`src/rtl/uirq_pkg.sv`:
```
package uirq_pkg;
  localparam int NSRC     = 6;
  localparam int SRC_OVR  = 0;
  localparam int SRC_RXTH = 1;
  localparam int SRC_TMO  = 2;
  localparam int SRC_TXE  = 3;
  localparam int SRC_TXLO = 4;
  localparam int SRC_EXT  = 5;
  localparam int STAT_LSB = 8;
  localparam int RXNE_BIT = 14;
  localparam int TXTH_LSB = 8;
  localparam logic [1:0] W_IRQ  = 2'd0;
  localparam logic [1:0] W_THR  = 2'd1;
  localparam logic [1:0] W_TMO  = 2'd2;
  localparam logic [1:0] W_TXLV = 2'd3;
endpackage

```
`src/rtl/uirq_regs.sv`:
```
module uirq_regs
  import uirq_pkg::*;
#(
  parameter int DEPTH  = 16,
  parameter int FILL_W = $clog2(DEPTH + 1),
  parameter int TMO_W  = 4,
  parameter int DW     = 16
) (
  input  logic              clk,
  input  logic              rst_n,
  input  logic              reg_wr,
  input  logic [1:0]        reg_addr,
  input  logic [DW-1:0]     reg_wdata,
  input  logic [NSRC-1:0]   stat,
  input  logic              rx_ne,
  input  logic [FILL_W-1:0] tx_fill,
  output logic [NSRC-1:0]   mask,
  output logic [FILL_W-1:0] rx_thr,
  output logic [FILL_W-1:0] tx_thr,
  output logic [TMO_W-1:0]  tmo,
  output logic [DW-1:0]     reg_rdata
);
  localparam logic [FILL_W-1:0] THR_RST = FILL_W'(DEPTH / 2);
  localparam logic [TMO_W-1:0]  TMO_RST = TMO_W'(1);

  logic unused_wdata;
  assign unused_wdata = ^reg_wdata;

  always_ff @(posedge clk or negedge rst_n) begin
    if (!rst_n) begin
      mask   <= '0;
      rx_thr <= THR_RST;
      tx_thr <= THR_RST;
      tmo    <= TMO_RST;
    end else if (reg_wr) begin
      case (reg_addr)
        W_IRQ: mask <= reg_wdata[NSRC-1:0];
        W_THR: begin
          rx_thr <= reg_wdata[FILL_W-1:0];
          tx_thr <= reg_wdata[TXTH_LSB +: FILL_W];
        end
        W_TMO:   tmo <= reg_wdata[TMO_W-1:0];
        default: ;
      endcase
    end
  end

  always_comb begin
    reg_rdata = '0;
    case (reg_addr)
      W_IRQ: begin
        reg_rdata[NSRC-1:0]          = mask;
        reg_rdata[STAT_LSB +: NSRC]  = stat;
        reg_rdata[RXNE_BIT]          = rx_ne;
      end
      W_THR: begin
        reg_rdata[FILL_W-1:0]        = rx_thr;
        reg_rdata[TXTH_LSB +: FILL_W] = tx_thr;
      end
      W_TMO:   reg_rdata[TMO_W-1:0]  = tmo;
      default: reg_rdata[FILL_W-1:0] = tx_fill;
    endcase
  end

  // a write to the read-only word leaves the thresholds alone
  p_txlv_ro_r10: assert property (@(posedge clk) disable iff (!rst_n)
    (reg_wr && reg_addr == W_TXLV) |=> ($stable(rx_thr) && $stable(tx_thr) && $stable(tmo)));
  // the enable bits move only on a write to word 0
  p_mask_hold_r10: assert property (@(posedge clk) disable iff (!rst_n)
    !(reg_wr && reg_addr == W_IRQ) |=> $stable(mask));
endmodule

```
`src/rtl/uirq_rx_timeout.sv`:
```
module uirq_rx_timeout #(
  parameter int TMO_W = 4
) (
  input  logic             clk,
  input  logic             rst_n,
  input  logic             rx_empty,
  input  logic             rx_push,
  input  logic             rx_pop,
  input  logic             char_tick,
  input  logic [TMO_W-1:0] tmo,
  output logic             expired
);
  localparam logic [TMO_W-1:0] CNT_MAX = '1;

  logic [TMO_W-1:0] cnt;
  logic             restart;

  assign restart = rx_push | rx_pop | rx_empty;

  always_ff @(posedge clk or negedge rst_n) begin
    if (!rst_n)                          cnt <= '0;
    else if (restart)                    cnt <= '0;
    else if (char_tick && cnt != CNT_MAX) cnt <= cnt + 1'b1;
  end

  assign expired = (tmo != '0) && (cnt >= tmo) && !rx_empty;

  // activity restarts the count, so the timeout cannot be up next cycle
  p_restart_r5: assert property (@(posedge clk) disable iff (!rst_n)
    (rx_push || rx_pop) |=> !expired);
  // an empty FIFO never reports a timeout
  p_empty_quiet_r5: assert property (@(posedge clk) disable iff (!rst_n)
    rx_empty |-> !expired);
  // a zero count disables the source
  p_zero_off_r11: assert property (@(posedge clk) disable iff (!rst_n)
    (tmo == '0) |-> !expired);
endmodule

```
`src/rtl/uirq_src.sv`:
```
module uirq_src
  import uirq_pkg::*;
#(
  parameter int FILL_W = 5
) (
  input  logic              clk,
  input  logic              rst_n,
  input  logic [FILL_W-1:0] rx_fill,
  input  logic [FILL_W-1:0] tx_fill,
  input  logic [FILL_W-1:0] rx_thr,
  input  logic [FILL_W-1:0] tx_thr,
  input  logic              rx_overrun,
  input  logic              data_rd,
  input  logic              tmo_exp,
  input  logic              ext_event,
  input  logic [NSRC-1:0]   mask,
  output logic [NSRC-1:0]   stat,
  output logic              rx_ne,
  output logic              irq
);
  logic            ovr_q;
  logic [NSRC-1:0] hit;

  always_ff @(posedge clk or negedge rst_n) begin
    if (!rst_n)          ovr_q <= 1'b0;
    else if (rx_overrun) ovr_q <= 1'b1;
    else if (data_rd)    ovr_q <= 1'b0;
  end

  always_comb begin
    stat           = '0;
    stat[SRC_OVR]  = ovr_q;
    stat[SRC_RXTH] = (rx_fill >= rx_thr);
    stat[SRC_TMO]  = tmo_exp;
    stat[SRC_TXE]  = (tx_fill == '0);
    stat[SRC_TXLO] = (tx_fill < tx_thr);
    stat[SRC_EXT]  = ext_event;
  end

  assign rx_ne = (rx_fill != '0);

  for (genvar g = 0; g < NSRC; g++) begin : g_gate
    assign hit[g] = stat[g] & mask[g];
  end

  assign irq = |hit;

  // an overrun pulse always leaves the status set
  p_ovr_set_r4: assert property (@(posedge clk) disable iff (!rst_n)
    rx_overrun |=> stat[SRC_OVR]);
  // without a data read the status is sticky
  p_ovr_hold_r4: assert property (@(posedge clk) disable iff (!rst_n)
    (stat[SRC_OVR] && !data_rd) |=> stat[SRC_OVR]);
  // no enabled source means no request
  p_irq_masked_r2: assert property (@(posedge clk) disable iff (!rst_n)
    (mask == '0) |-> !irq);
  // an empty transmit FIFO is below any nonzero threshold
  p_txe_low_r6: assert property (@(posedge clk) disable iff (!rst_n)
    ((tx_fill == '0) && (tx_thr != '0)) |-> (stat[SRC_TXE] && stat[SRC_TXLO]));
endmodule

```
`src/rtl/uart_irq_ctrl.sv`:
```
module uart_irq_ctrl
  import uirq_pkg::*;
#(
  parameter int DEPTH  = 16,
  parameter int FILL_W = $clog2(DEPTH + 1),
  parameter int TMO_W  = 4,
  parameter int DW     = 16
) (
  input  logic              clk,
  input  logic              rst_n,
  input  logic [FILL_W-1:0] rx_fill,
  input  logic              rx_push,
  input  logic              rx_pop,
  input  logic              rx_overrun,
  input  logic              data_rd,
  input  logic              char_tick,
  input  logic [FILL_W-1:0] tx_fill,
  input  logic              ext_event,
  input  logic              reg_wr,
  input  logic [1:0]        reg_addr,
  input  logic [DW-1:0]     reg_wdata,
  output logic [DW-1:0]     reg_rdata,
  output logic              irq
);
  logic [NSRC-1:0]   mask;
  logic [NSRC-1:0]   stat;
  logic [FILL_W-1:0] rx_thr;
  logic [FILL_W-1:0] tx_thr;
  logic [TMO_W-1:0]  tmo;
  logic              rx_ne;
  logic              tmo_exp;

  uirq_regs #(.DEPTH(DEPTH), .FILL_W(FILL_W), .TMO_W(TMO_W), .DW(DW)) u_regs (
    .clk(clk), .rst_n(rst_n), .reg_wr(reg_wr), .reg_addr(reg_addr),
    .reg_wdata(reg_wdata), .stat(stat), .rx_ne(rx_ne), .tx_fill(tx_fill),
    .mask(mask), .rx_thr(rx_thr), .tx_thr(tx_thr), .tmo(tmo),
    .reg_rdata(reg_rdata)
  );

  uirq_rx_timeout #(.TMO_W(TMO_W)) u_tmo (
    .clk(clk), .rst_n(rst_n), .rx_empty(!rx_ne), .rx_push(rx_push),
    .rx_pop(rx_pop), .char_tick(char_tick), .tmo(tmo), .expired(tmo_exp)
  );

  uirq_src #(.FILL_W(FILL_W)) u_src (
    .clk(clk), .rst_n(rst_n), .rx_fill(rx_fill), .tx_fill(tx_fill),
    .rx_thr(rx_thr), .tx_thr(tx_thr), .rx_overrun(rx_overrun),
    .data_rd(data_rd), .tmo_exp(tmo_exp), .ext_event(ext_event),
    .mask(mask), .stat(stat), .rx_ne(rx_ne), .irq(irq)
  );

  // the not-empty flag appears on the status word with any occupancy
  p_rxne_r7: assert property (@(posedge clk) disable iff (!rst_n)
    (reg_addr == W_IRQ && rx_fill != '0) |-> reg_rdata[RXNE_BIT]);
  // the read-only word mirrors the transmit occupancy
  p_txlv_r8: assert property (@(posedge clk) disable iff (!rst_n)
    (reg_addr == W_TXLV) |-> (reg_rdata[FILL_W-1:0] == tx_fill));
endmodule

```
`config.mk`:
```
export PLATFORM = sky130hd
export DESIGN_NAME = uart_irq_ctrl
export DESIGN_NICKNAME = d
export VERILOG_FILES = /design/src/rtl/uirq_pkg.sv /design/src/rtl/uirq_regs.sv /design/src/rtl/uirq_rx_timeout.sv /design/src/rtl/uirq_src.sv /design/src/rtl/uart_irq_ctrl.sv
export SDC_FILE = /design/constraint.sdc
export NUM_CORES = 1
export LEC_CHECK = 0
export CAP_MARGIN = 20
export CORE_MARGIN = 4
export CORE_UTILIZATION = 49
export DETAILED_ROUTE_END_ITERATION = 7
export GPL_ROUTABILITY_DRIVEN = 0
export PLACE_DENSITY = 0.85
export RECOVER_POWER = 50
export SETUP_SLACK_MARGIN = 0.02
export SLEW_MARGIN = 20
export SYNTH_ARGS = -nofsm -noshare
export SYNTH_HDL_FRONTEND = slang
export SYNTH_SLANG_ARGS = --single-unit
export TNS_END_PERCENT = 30
```
`constraint.sdc`:
```
create_clock -name clk -period 4.3 [get_ports clk]
set_input_delay 0.86 -clock clk [delete_from_list [all_inputs] [get_ports clk]]
set_output_delay 0.86 -clock clk [all_outputs]
set_load 0.005 [all_outputs]
```
==> impl_results.rst, run 1 <==
.. list-table::
   :header-rows: 1

   * - Metric
     - Value
   * - Commonest non-fill, non-tap cells in the layout
     - clkdlybuf4s50_1 (42), dfrtp_1 (22), mux2_1 (20), inv_1 (15), ha_1 (14)
   * - Synth warnings
     - 0
   * - # Max-Cap Violations
     - 0
   * - Sw power
     - 0.1935 mW
   * - Share of power burned in the clock network
     - 0.159
   * - Post-route cell area
     - 2113 um2
   * - CTS tree
     - built
   * - Wire length reported by the detailed router
     - 3931 um
   * - Max_slew headroom
     - 0.1195
   * - Arrival time worst endpoint
     - 3170 ps
   * - Number of DRC violations after detailed routing
     - 0
   * - Final-report hold violation count
     - 0
   * - Buffer type at the clock tree root
     - clkbuf_4
   * - Clock edge transition at the registers on the reported setup and hold paths
     - 130 ps
   * - Power after layout
     - 0.6380 mW
   * - Number of instances in the synthesized netlist
     - 153
   * - Dpl ws
     - 229.9 ps
   * - Area growth from synthesis to final layout
     - 29.52%
   * - Total power per unit cell area
     - 301.9 nW/um2
   * - Leakage
     - 0.9156 nW
   * - Total placed instance area
     - 2103 um2
   * - Antenna Nets Post-Route
     - 0
   * - Endpoint kind of the worst setup timing path
     - primary output
   * - Sequential Power Share
     - 0.487
   * - Number of clock sinks
     - 25
   * - Chip Width
     - 65.71 um
   * - Cts repair resizes
     - 0
   * - Initial antenna violation count
     - 0
   * - Final critical-path setup slack
     - 267.3 ps
   * - Tightest Hold Check Type
     - flip-flop to flip-flop
   * - First drt pass iteration count
     - 4
   * - Average wire per cell in the routed design
     - 16.31 um
   * - Number of distinct library cell variants in the gate-level netlist after synthesis
     - 37
   * - H-tree levels
     - 1
   * - Share of power burned in combinational logic
     - 0.354
   * - # nets final
     - 249
   * - HPWL after detailed placement
     - 3284 um
   * - Via/cell ratio
     - 5.452
   * - Final critical-path share of the clock period
     - 0.9378
   * - Result of the run
     - finished clean
   * - Endpoint required time on the critical path
     - 3440 ps
   * - Total setup buffers inserted after CTS
     - 0
   * - Timing-limited maximum frequency
     - 248.0 MHz
   * - Aggregate global routing overflow
     - 0
   * - Pin count of the biggest net entering global routing
     - 26
   * - Number of global-route vias before repair
     - 1388
   * - Skew-Pair Late Insertion Delay
     - 310 ps
   * - Number of buffers created by CTS
     - 3
   * - Iter 0 DRT Violations
     - 59
   * - Rows
     - 20
   * - Combined area of all synthesized cells
     - 1632 um2
   * - Count of endpoints failing setup in the final report
     - 0
   * - Number of hold buffers added after cts
     - 0
   * - Yosys reg bits
     - 25
   * - Synthesized area per cell
     - 10.66 um2
   * - Count of port buffers added during placement
     - 45
   * - Sum of negative setup slack
     - 0 ps
   * - Die Area
     - 4317 um2
   * - Maximum fanout along the worst path
     - 2
   * - ANT cells
     - 0
   * - Number of pins exceeding their max-slew limit in the final report
     - 0
   * - Internal portion of total power
     - 0.4445 mW
   * - Share of final-layout standard cells stronger than drive strength 1
     - 0.06599
   * - Part of the Yosys area used for sequential elements
     - 0.3857
   * - Clk buf depth
     - 2
   * - Overall fraction of global-route tracks in use
     - 0.2001
   * - Worst Path Class, Setup
     - input port to primary output
   * - Slew at the pin with the worst max-slew slack
     - 1321 ps
   * - Wire length of the first global-routing pass
     - 6706 um
   * - # fillers
     - 255
   * - Setup Skew
     - 1.212 ps
   * - Critical Path Source Type
     - input port
   * - Count of boundary I/O pins
     - 54
   * - RSZ-0062 raised after global routing
     - false
   * - Routed via count
     - 1314
   * - Initial core utilization
     - 0.5216
   * - Fraction of power spent switching nets
     - 0.3032
   * - Area of the core region
     - 3128 um2
   * - Vertical die dimension
     - 65.71 um
   * - VDD IR max
     - 0.1814 mV
   * - Most common cell after layout, fill and taps aside
     - clkdlybuf4s50_1
   * - Shortest clock period the worst path allows after layout
     - 4033 ps
   * - Final standard cell utilization of the core
     - 0.6756
[sequential cells by signal, summed over array words and instances (netlist names)]
| signal | count |
|---|---|
| u_regs.mask | 6 |
| u_regs.rx_thr | 5 |
| u_regs.tmo | 4 |
| u_regs.tx_thr | 5 |
| u_src.ovr_q | 1 |
| u_tmo.cnt | 4 |
[layer usage]
layer,global-route usage,vias up,wire length [um]
li1,-,633,-
met1,0.2473,636,1612
met2,0.3529,43,2053
met3,0.04615,2,254
met4,0.04145,0,10
met5,0,-,0
[per-stage QoR]
| step | instances | hold WS (ps) |
|---|---|---|
| 3_5_place_dp | 237 | 491.1 |
| 4_1_cts | 241 | 522.0 |
| 6_report | 241 | 517.4 |
| 3_3_place_gp | 237 | 477.2 |
| 2_1_floorplan | 155 | 464.2 |
| 5_1_grt | 241 | 552.7 |
[cells by family after synthesis]
logic type	count (synthesis)	synth area share
simple gates	44	0.1434
mux	26	0.2055
flops	25	0.3857
buf+inv	23	0.06441
compound gates	17	0.07515
fa+ha+maj	14	0.1074
xor+xnor	3	0.01611
other cells	1	0.002298
[path summary, 6_finish.rpt]
path	start	end	slack, ps	cells past startpoint
min in group asynchronous	rst_n	u_src.ovr_q$_DFFE_PN0P_	820	1
worst max-delay path	rx_fill[0]	reg_rdata[9]	270	9
max in group asynchronous	rst_n	u_regs.tx_thr[2]$_DFFE_PN0P_	2720	1
worst min register to register	u_regs.tx_thr[1]$_DFFE_PN0P_	u_regs.tx_thr[1]$_DFFE_PN0P_	520	1
worst max register to register	u_tmo.cnt[0]$_DFFE_PN0P_	u_tmo.cnt[3]$_DFFE_PN0P_	2940	6
worst min-delay path	u_regs.tx_thr[1]$_DFFE_PN0P_	u_regs.tx_thr[1]$_DFFE_PN0P_	520	1
[Yosys cell counts]
| library cell | number | area (um2) |
|---|---|---|
| or4_4 | 1 | 11.26 |
| xnor2_1 | 2 | 17.52 |
| nor2_4 | 1 | 11.26 |
| a21o_1 | 1 | 7.510 |
| nand2_1 | 4 | 15.01 |
| nand2b_1 | 2 | 12.51 |
| nor3b_1 | 1 | 7.510 |
| ha_1 | 14 | 175.2 |
| buf_4 | 4 | 30.03 |
| o21a_1 | 1 | 7.510 |
| a22oi_2 | 1 | 12.51 |
| a211o_1 | 1 | 8.760 |
| conb_1 | 1 | 3.750 |
| dfrtp_1 | 22 | 550.5 |
| nand3b_1 | 2 | 15.01 |
| o21ai_0 | 3 | 15.01 |
| inv_1 | 15 | 56.30 |
| nor3_1 | 6 | 30.03 |
| nor4_1 | 3 | 18.77 |
| o21bai_1 | 1 | 7.510 |
| a22oi_1 | 1 | 7.510 |
| and2_1 | 3 | 18.77 |
| a2111oi_0 | 1 | 8.760 |
| mux4_2 | 4 | 90.09 |
| nor2_1 | 12 | 45.04 |
| xor2_1 | 1 | 8.760 |
| a222oi_1 | 1 | 10.01 |
| dfstp_2 | 3 | 78.83 |
| or4_1 | 1 | 7.510 |
| or3_1 | 1 | 6.260 |
| nand3_1 | 7 | 35.03 |
| clkbuf_1 | 1 | 3.750 |
| a211oi_1 | 3 | 22.52 |
| buf_2 | 3 | 15.01 |
| mux2_1 | 20 | 225.2 |
| a21oi_1 | 3 | 15.01 |
| mux2i_1 | 2 | 20.02 |
[power groups by stage]
stage / clock (mW) / combinational [mW] / sequential (mW)
after floorplan: 0 / 0.127 / 0.301
after global placement: 0 / 0.215 / 0.311
after detailed placement: 0 / 0.229 / 0.315
after CTS: 0.107 / 0.230 / 0.310
after global routing: 0.118 / 0.254 / 0.316
final: 0.101 / 0.226 / 0.311
[worst max-delay path, stage by stage]
cell	delay [ps]
clkdlybuf4s50_1	480
inv_1	40
ha_1	280
nand2b_1	150
a2111oi_0	430
nor3b_1	130
nor3_1	220
a211oi_1	90
clkdlybuf4s50_1	490
[cell type report]
type,instances,area [um2],area share
repair buffers,46,451.7,0.2137
clock buffers,4,26.28,0.01243
flip-flops and latches,25,629.4,0.2978
multi-input cells,107,894.6,0.4233
well taps,44,55.05,0.02605
inverters,15,56.30,0.02664
Note: power is estimated with default switching activity, not from simulation.
==> run 2, diff against run 1 <==
- CAP_MARGIN: 20 -> not set
- CORE_UTILIZATION: 49 -> 45
- PLACE_DENSITY: 0.85 -> 0.79
==> impl_results.rst, run 2 (synthesized netlist as in run 1, its figures left out) <==
.. list-table::
   :header-rows: 1

   * - Metric
     - Value
   * - Initial antenna violation count
     - 0
   * - Gate family responsible for the most delay along the worst path
     - buffers and inverters
   * - Count of port buffers added during placement
     - 45
   * - Total power per unit cell area
     - 303.4 nW/um2
   * - Depth of the critical timing path with buffers and inverters included
     - 9
   * - H-tree levels
     - 1
   * - Skew-Pair Late Insertion Delay
     - 320 ps
   * - Tightest Hold Check Type
     - flip-flop to flip-flop
   * - Capturing point of the worst reg2reg path
     - u_tmo.cnt[3]$_DFFE_PN0P_
   * - Shortest clock period the worst path allows after layout
     - 4038 ps
   * - Iter 0 DRT Violations
     - 36
   * - Post-route cell area
     - 2123 um2
   * - Total setup buffers inserted after CTS
     - 0
   * - Wire length reported by the detailed router
     - 3947 um
   * - Fraction of power spent switching nets
     - 0.3095
   * - Area growth from synthesis to final layout
     - 30.14%
   * - Largest stage delay, worst path
     - 550 ps
   * - ANT cells
     - 0
   * - Setup Skew
     - 0.4935 ps
   * - Regs by FF count
     - u_regs.mask x6, u_regs.rx_thr x5, u_regs.tx_thr x5
   * - Worst r2r path cells
     - 6
   * - Worst reg2reg setup slack
     - 2990 ps
   * - Number of DRC violations after detailed routing
     - 0
   * - Share of power burned in the clock network
     - 0.170
   * - Maximum fanout along the worst path
     - 2
   * - Cell with the biggest individual delay on the critical path
     - dlygate4sd3_1
   * - # nets final
     - 250
   * - Cts repair resizes
     - 0
   * - Routed via count
     - 1340
   * - Aggregate global routing overflow
     - 0
   * - Initial core utilization
     - 0.4777
   * - Arrival time worst endpoint
     - 3180 ps
   * - Hold depth
     - 1
   * - Clock edge transition at the registers on the reported setup and hold paths
     - 140 ps
   * - Total placed instance area
     - 2108 um2
   * - Number of buffers created by CTS
     - 3
   * - HPWL after detailed placement
     - 3199 um
   * - Leakage
     - 0.9207 nW
   * - Wire length of the first global-routing pass
     - 6706 um
   * - Count of endpoints failing setup in the final report
     - 0
   * - Endpoint kind of the worst setup timing path
     - primary output
   * - Max_slew headroom
     - 0.1040
   * - Worst Path Class, Setup
     - input port to primary output
   * - Worst setup path endpoint
     - irq
   * - Slew at the pin with the worst max-slew slack
     - 1344 ps
   * - Average wire per cell in the routed design
     - 16.18 um
   * - Clk buf depth
     - 2
   * - RSZ-0062 raised after global routing
     - false
   * - Sum of negative setup slack
     - 0 ps
   * - Top register by number of flip-flops
     - u_regs.mask
   * - Final critical-path share of the clock period
     - 0.9391
   * - Flip-flop count of the largest register after layout
     - 6
   * - Count of boundary I/O pins
     - 54
   * - Sw power
     - 0.1994 mW
   * - Post-route non-filler standard cell count
     - 244
   * - Result of the run
     - finished clean
   * - Area of the core region
     - 3416 um2
   * - Number of global-route vias before repair
     - 1452
   * - Share of final-layout standard cells stronger than drive strength 1
     - 0.07071
   * - Internal portion of total power
     - 0.4449 mW
   * - Antenna Nets Post-Route
     - 0
   * - Via/cell ratio
     - 5.492
   * - Crit path buf inv count
     - 3
   * - Rows
     - 21
   * - Startpoint of the most critical setup path
     - rx_fill[0]
   * - First drt pass iteration count
     - 4
   * - Vertical die dimension
     - 68.22 um
   * - Share of power burned in combinational logic
     - 0.350
   * - VDD IR max
     - 0.2221 mV
   * - CTS tree
     - built
   * - Timing-limited maximum frequency
     - 247.6 MHz
   * - # Max-Cap Violations
     - 0
   * - Hold_ws
     - 517.4 ps
   * - Pin count of the biggest net entering global routing
     - 26
   * - Source of the worst register-to-register timing path
     - u_tmo.cnt[1]$_DFFE_PN0P_
   * - Buffer type at the clock tree root
     - clkbuf_4
   * - Final-report hold violation count
     - 0
   * - Launch instance of the worst min-delay path
     - u_regs.tx_thr[4]$_DFFE_PN0P_
   * - Chip Width
     - 68.22 um
   * - Sequential Power Share
     - 0.480
   * - Most common cell after layout, fill and taps aside
     - clkdlybuf4s50_1
   * - Die Area
     - 4653 um2
   * - Overall fraction of global-route tracks in use
     - 0.1952
   * - Number of hold buffers added after cts
     - 0
   * - Cells after DPL
     - 240
   * - Cell-by-cell listing of the critical path
     - dlygate4sd3_1 > inv_1 > ha_1 > nand2b_1 > a2111oi_0 > nor3b_1 > a22oi_1 > nand3_1 > clkdlybuf4s50_1
   * - Commonest non-fill, non-tap cells in the layout
     - clkdlybuf4s50_1 (41), dfrtp_1 (22), mux2_1 (20), inv_1 (15), ha_1 (14)
   * - Endpoint required time on the critical path
     - 3440 ps
   * - Number of pins exceeding their max-slew limit in the final report
     - 0
   * - Number of clock sinks
     - 25
   * - Critical Path Source Type
     - input port
   * - # fillers
     - 285
-- run 2: routing by layer --
metal  wire length (um)  vias to the layer above  GRT usage  share of wire
met2               1936                       52     0.3261           0.49
li1                   -                      629          -              -
met4                 75                        0    0.07444          0.019
met5                  0                        -          0              0
met1               1702                      652     0.2497           0.43
met3                233                        7    0.03612          0.059
-- run 2: worst min path at each step --
stage                                    to  slack (ps)
6_report       u_regs.tx_thr[4]$_DFFE_PN0P_         520
2_1_floorplan  u_regs.tx_thr[1]$_DFFE_PN0P_         460
3_5_place_dp   u_regs.tx_thr[4]$_DFFE_PN0P_         500
4_1_cts          u_regs.mask[0]$_DFFE_PN0P_         520
5_1_grt        u_regs.tx_thr[4]$_DFFE_PN0P_         540
3_3_place_gp   u_regs.tx_thr[4]$_DFFE_PN0P_         480
-- run 2: power by group through the flow --
stage               Combinational [mW]  Sequential, mW  Clock (mW)
finish                           0.225           0.309       0.110
global route                     0.251           0.314       0.121
CTS                              0.229           0.309       0.113
detailed placement               0.228           0.314           0
global placement                 0.217           0.312           0
floorplan                        0.127           0.301           0
-- run 2: cell type report --
type	count	area [um2]	area share
multi-input cells	107	894.6	0.4213
repair buffers	47	459.2	0.2163
inverters	15	56.30	0.02652
well taps	46	57.56	0.02711
flip-flops and latches	25	629.4	0.2964
clock buffers	4	26.28	0.01237
-- run 2: metrics by stage --
step                  util  power (mW)  setup slack, ps
floorplan                -      0.4284             1454
global placement    0.6187      0.5288            410.1
detailed placement  0.6172      0.5411            301.2
CTS                 0.6249      0.6508            289.6
global route        0.6216      0.6860            129.1
finish              0.6216      0.6443            262.0
-- run 2: worst register-to-register path, cell delays in order, from the launching register on --
cell	delay, ps
dfrtp_1	440
ha_1	210
nand3_1	110
nand2_1	120
nor2_1	150
xnor2_1	130
nor2_1	50
